$ cat src/rtl/ebus_pkg.sv
package ebus_pkg;
   localparam int NUM_ONCHIP = 4;
   localparam int BYTE_W     = 8;

   // Priority order of on-chip read sources (lower index wins)
   typedef enum logic [1:0] {
      SRC_RAM = 2'd0,
      SRC_ROM = 2'd1,
      SRC_SER = 2'd2,
      SRC_PIO = 2'd3
   } onchip_src_e;
endpackage

$ cat src/rtl/ebus_phase_gen.sv
module ebus_phase_gen #(
   parameter int CLKEN_BITS = 4,
   parameter int CMP_VAL    = 0
) (
   input  logic clk,
   input  logic rst_n,
   output logic phase,
   output logic fall_stb,
   output logic clken
);
   localparam int             MAXV   = (1 << CLKEN_BITS) - 1;
   localparam logic [CLKEN_BITS-1:0] CMP_V  = CMP_VAL[CLKEN_BITS-1:0];
   localparam logic [CLKEN_BITS-1:0] NEXT_V = CMP_V + 1'b1;

   generate
      if (CLKEN_BITS < 2) begin : g_bad_bits
         $error("ebus_phase_gen: CLKEN_BITS must be at least 2");
      end
      if (CMP_VAL < 0 || CMP_VAL > MAXV) begin : g_bad_cmp
         $error("ebus_phase_gen: CMP_VAL out of counter range");
      end
   endgenerate

   logic [CLKEN_BITS-1:0] cnt;
   logic                  hit;

   always_ff @(posedge clk or negedge rst_n) begin
      if (!rst_n) cnt <= '0;
      else        cnt <= cnt + 1'b1;
   end

   assign phase    = cnt[CLKEN_BITS-1];
   // the edge that ends the all-ones cycle is the phase falling edge
   assign fall_stb = &cnt;

   generate
      if (CMP_VAL == MAXV) begin : g_cmp_ones
         assign hit = &cnt;
      end else begin : g_cmp_eq
         assign hit = (cnt == CMP_V);
      end
   endgenerate

   always_ff @(posedge clk or negedge rst_n) begin
      if (!rst_n) clken <= 1'b0;
      else        clken <= hit;
   end

   assert_clken_single_R3: assert property (@(posedge clk) disable iff (!rst_n)
      clken |=> !clken);
   assert_clken_pos_R4: assert property (@(posedge clk) disable iff (!rst_n)
      clken |-> (cnt == NEXT_V));
   assert_phase_fall_wrap_R2: assert property (@(posedge clk) disable iff (!rst_n)
      $fell(phase) |-> (cnt == '0));
endmodule

$ cat src/rtl/ebus_rd_capture.sv
module ebus_rd_capture #(
   parameter int DW = 8
) (
   input  logic          clk,
   input  logic          rst_n,
   input  logic          fall_stb,
   input  logic [DW-1:0] ext_din,
   output logic [DW-1:0] cap
);
   generate
      if (DW < 1) begin : g_bad_dw
         $error("ebus_rd_capture: DW must be positive");
      end
   endgenerate

   always_ff @(posedge clk or negedge rst_n) begin
      if (!rst_n)        cap <= '0;
      else if (fall_stb) cap <= ext_din;
   end

   assert_cap_load_R5: assert property (@(posedge clk) disable iff (!rst_n)
      fall_stb |=> (cap == $past(ext_din)));
   assert_cap_hold_R5: assert property (@(posedge clk) disable iff (!rst_n)
      !fall_stb |=> $stable(cap));
endmodule

$ cat src/rtl/ebus_rd_mux.sv
module ebus_rd_mux #(
   parameter int DW   = 8,
   parameter int NSRC = 4
) (
   input  logic [NSRC-1:0]    sel,
   input  logic [NSRC*DW-1:0] src_data,
   input  logic [DW-1:0]      fallback,
   output logic [DW-1:0]      dout
);
   generate
      if (NSRC < 1) begin : g_bad_nsrc
         $error("ebus_rd_mux: NSRC must be positive");
      end
   endgenerate

   // walk from lowest priority upward so the lowest set index wins
   always_comb begin
      dout = fallback;
      for (int i = NSRC - 1; i >= 0; i--) begin
         if (sel[i]) dout = src_data[i*DW +: DW];
      end
   end
endmodule

$ cat src/rtl/ebus_drive_ctl.sv
module ebus_drive_ctl #(
   parameter int DW = 8
) (
   input  logic          phase,
   input  logic          cpu_we,
   input  logic [DW-1:0] cpu_wdata,
   output logic [DW-1:0] ext_dout,
   output logic          ext_doe
);
   assign ext_dout = cpu_wdata;
   assign ext_doe  = cpu_we & phase;
endmodule

$ cat src/rtl/ebus_phase_ctrl.sv
module ebus_phase_ctrl #(
   parameter int CLKEN_BITS = 4,
   parameter int CMP_VAL    = 0,
   parameter int DW         = ebus_pkg::BYTE_W,
   parameter int NSRC       = ebus_pkg::NUM_ONCHIP
) (
   input  logic              clk,
   input  logic              rst_n,
   output logic              bus_phase,
   output logic              cpu_clken,
   input  logic              cpu_we,
   input  logic [DW-1:0]     cpu_wdata,
   input  logic [DW-1:0]     ext_din,
   output logic [DW-1:0]     ext_dout,
   output logic              ext_doe,
   input  logic [NSRC-1:0]   onchip_sel,
   input  logic [NSRC*DW-1:0] onchip_rdata,
   output logic [DW-1:0]     cpu_rdata
);
   logic          fall_stb;
   logic [DW-1:0] cap;

   ebus_phase_gen #(.CLKEN_BITS(CLKEN_BITS), .CMP_VAL(CMP_VAL)) u_phase (
      .clk(clk), .rst_n(rst_n), .phase(bus_phase),
      .fall_stb(fall_stb), .clken(cpu_clken));

   ebus_rd_capture #(.DW(DW)) u_cap (
      .clk(clk), .rst_n(rst_n), .fall_stb(fall_stb),
      .ext_din(ext_din), .cap(cap));

   ebus_rd_mux #(.DW(DW), .NSRC(NSRC)) u_mux (
      .sel(onchip_sel), .src_data(onchip_rdata),
      .fallback(cap), .dout(cpu_rdata));

   ebus_drive_ctl #(.DW(DW)) u_drv (
      .phase(bus_phase), .cpu_we(cpu_we), .cpu_wdata(cpu_wdata),
      .ext_dout(ext_dout), .ext_doe(ext_doe));

   assert_top_src_first_R6: assert property (@(posedge clk) disable iff (!rst_n)
      onchip_sel[ebus_pkg::SRC_RAM] |-> (cpu_rdata == onchip_rdata[DW-1:0]));
   assert_fallback_cap_R6: assert property (@(posedge clk) disable iff (!rst_n)
      (onchip_sel == '0) |-> (cpu_rdata == cap));
   assert_no_drive_low_R7: assert property (@(posedge clk) disable iff (!rst_n)
      !bus_phase |-> !ext_doe);
   assert_no_drive_read_R7: assert property (@(posedge clk) disable iff (!rst_n)
      !cpu_we |-> !ext_doe);
endmodule

$ cat config.mk
export PLATFORM = sky130hd
export DESIGN_NAME = ebus_phase_ctrl
export DESIGN_NICKNAME = d
export VERILOG_FILES = /design/src/rtl/ebus_pkg.sv /design/src/rtl/ebus_phase_gen.sv /design/src/rtl/ebus_rd_capture.sv /design/src/rtl/ebus_rd_mux.sv /design/src/rtl/ebus_drive_ctl.sv /design/src/rtl/ebus_phase_ctrl.sv
export SDC_FILE = /design/constraint.sdc
export NUM_CORES = 1
export LEC_CHECK = 0
export ABC_AREA = 1
export BUFFER_PORTS_ARGS = -buffer_cell sky130_fd_sc_hd__buf_4
export CAP_MARGIN = 5
export CORE_AREA = 2 2 67 50
export CTS_CLUSTER_DIAMETER = 30
export DETAILED_ROUTE_END_ITERATION = 7
export DIE_AREA = 0 0 69 52
export GPL_ROUTABILITY_DRIVEN = 0
export GPL_TIMING_DRIVEN = 0
export PLACE_DENSITY_LB_ADDON = 0.3
export SLEW_MARGIN = 20
export SYNTH_ARGS = -nofsm -noshare
export SYNTH_HDL_FRONTEND = slang
export SYNTH_SLANG_ARGS = --single-unit
$ cat constraint.sdc
create_clock -name clk -period 1 [get_ports clk]
set_input_delay 0 -clock clk [delete_from_list [all_inputs] [get_ports clk]]
set_output_delay 0 -clock clk [all_outputs]
set_load 0.03 [all_outputs]
==> flow_summary.ini <==
[final_layout]
fin_area_mm2 = 0.001804
nNetsFinal = 292
nFillCells = 297
final-seq-area_um2 = 326.6
multiInputGateArea_um2 = 526.8
syn2layout_area_growth_pct = 76.28
final_util = 0.6059
layout-drive-gt1-share = 0.5171
antenna_cells = 0

[logic_synthesis]
yosys.area.top_type_share = 0.3178
ys_seq_elements = 13
synth_cells = 153
yosysSeqAreaShare = 0.3178
synth_nets = 210
syn-cell-area_mm2 = 0.001023
synth_edf_count = 0
yosysTopAreaCell = dfrtp_1
synth.most_common_cell = nand2_1
synth_area_per_cell_um2 = 6.689
synth_common_cells = 49 x nand2_1, 27 x inv_1, 16 x a21oi_1, 13 x dfrtp_1, 9 x nand3_1
synth_cell_types = 17
synthFlopType = dfrtp_1
yosysWarningCount = 0
synth_area_leaders = dfrtp_1 32%, nand2_1 18%, inv_1 9.9%
async_flop_share = 1.000

[timing]
skew_ps = 7.832
setup_violations = 18
min_period_over_period = 1.120
tightest_slew_ps = 237.8
hold_viol = 2
min_period_ps = 1120
slew_violations = 0
fmax_ghz = 0.8926
layout_setup_ws_ps = -120.3
worst_hold_slack_ps = -3.659
final.setup.tns_ps = -1406
rsz0062_at_grt = yes
slew_headroom = 0.8414

[clock_network]
cts.clk_slew.worst_paths_ps = 60
tritoncts = yes
h-tree-depth = 1
cts_buffer_depth = 2
clock_sinks = 13
cts-root-buf = clkbuf_8
cts_buffers = 3
clock_latency_ps = 250

[pwr]
design_power_total_mw = 1.604
p_comb_frac = 0.356
cell_internal_pwr_mw = 1.124
vdd_ir_drop_max_mv = 0.4596
clkPwrFrac = 0.301
p_sw_frac = 0.2991
p_leak_nw = 1.015
p_sw_mw = 0.4797
seqPwrFrac = 0.343
powerDensity_mw_per_mm2 = 889.0

[grt]
grt_max_degree = 14
grt_pass1_vias = 1002
track_usage = 0.1459
grt_pass1_wl_um = 4167
antenna_found_initial = 0
grt.overflow.total = 0

[floorplan]
core_mm2 = 0.002978
die_x_um = 69
rows = 17
initial_core_util = 0.3437
die_area_mm2 = 0.003588
die_y_um = 52
io_pins = 74

[detailed_routing]
drc_errors = 0
drt-total-wl_um = 2822
drtIter0Drc = 17
first_pass_iters = 4
top_layer_used = met4
vias = 1161
vias_per_cell = 4.268
ant_nets = 0
route.met2.wl_um = 1402
wl_per_cell_um = 10.38
met3_length_um = 176
met1_length_um = 1213

[setup_path]
max_stage_delay_ps = 410
r2r_end = u_cap.cap[4]$_DFFE_PN0P_
path_class = reg2reg
cp_data_required_time_ps = 1130
r2r-start = u_phase.cnt[0]$_DFF_PN0_
r2r_cells = 5
cp.arrival_ps = 1250
crit_chain = ha_4 -> nand3_4 -> buf_12 -> nor2_4 -> a21oi_2
rrSetupSlack_ps = -120
crit_end = u_cap.cap[4]$_DFFE_PN0P_
end_kind = register
crit_fanout = 10
cp-start-kind = register
critPathSlowestCell = dfrtp_1
crit_start = u_phase.cnt[0]$_DFF_PN0_

[status]
failed_checks = hold timing, setup timing
status = finished, violations left

[job]
max_cap_violations = 0

[place]
postPlaceCellArea_mm2 = 0.001546
portBuffers = 61
dp.final_hpwl_um = 2168

[worst_hold_path]
hold_class = in2reg
==> worst max-delay path: cells and delay by family, from the launching register on <==
kind                       cells  cell delay (ps)
DFF                            1              410
buffers and inverters          1              190
AOI/OAI and AO/OA              1               30
adders and majority gates      1              170
and+or+nand+nor                2              210
==> stage by stage <==
stage / worst slack (ps) / std cells
6_report: -120.3 / 272
3_3_place_gp: -112.9 / 252
5_1_grt: -187.7 / 272
4_1_cts: -107.9 / 266
3_5_place_dp: -124.5 / 252
2_1_floorplan: -62.42 / 153
==> routing by layer <==
layer,track usage,vias up
met5,0,-
met4,0.04902,0
met3,0.05039,2
met2,0.2484,32
met1,0.1743,511
li1,-,616
==> sequential cells by signal (all words and copies together) (netlist names) <==
name           flops
u_cap.cap          8
u_phase.clken      1
u_phase.cnt        4
==> cells in the final DEF (no fill, tap or decap), drive strengths merged <==
cell type,instances
buf,89
nand2,49
inv,29
a21oi,24
dfrtp,13
nand3,10
nor2,8
clkbuf,4
dlygate4sd3,3
ha,2
xnor2,1
xor2,1
nor3b,1
==> worst min-delay path by stage <==
stage / startpoint / end / cells after the start
5_1_grt: ext_din[6] / u_cap.cap[6]$_DFFE_PN0P_ / 3
2_1_floorplan: rst_n / u_cap.cap[0]$_DFFE_PN0P_ / 0
3_3_place_gp: rst_n / u_phase.cnt[1]$_DFF_PN0_ / 1
4_1_cts: ext_din[0] / u_cap.cap[0]$_DFFE_PN0P_ / 3
6_report: ext_din[0] / u_cap.cap[0]$_DFFE_PN0P_ / 3
3_5_place_dp: rst_n / u_phase.cnt[0]$_DFF_PN0_ / 1
==> layout make-up <==
class / instances / share of cell area
Tap cell: 38 / 0.02635
Inverter: 29 / 0.06172
Buffer: 15 / 0.06449
Timing Repair Buffer: 77 / 0.3495
Clock buffer: 4 / 0.02497
Multi-Input combinational cell: 96 / 0.2920
Sequential cell: 13 / 0.1810
==> logic make-up (layout without fill, tap and decap cells) <==
group,after synthesis,after routing,synth area share
buffers and inverters,44,125,0.2115
XOR/XNOR,2,2,0.01712
adder cells (fa/ha/maj),2,2,0.02445
AND/OR/NAND/NOR,68,68,0.2824
flip-flops,13,13,0.3178
AO/OA/AOI/OAI,24,24,0.1467
==> power by group through the flow <==
stage               registers [mW]  clock network [mW]  logic (mW)
finish                       0.550               0.483       0.571
CTS                          0.550               0.487       0.565
detailed placement           0.556                   0       0.515
global placement             0.555                   0       0.509
global route                 0.552               0.520       0.623
floorplan                    0.555                   0       0.280
==> repair_timing <==
item,in CTS,in global routing
endpoints found under the setup margin,16,19
hold endpoints to repair,15,0
cloned,0,0
resized for setup,18,12
setup buffers,7,6
hold buffers,3,0
pin swaps,1,2
No activity file was read; power rests on OpenSTA's default activity.
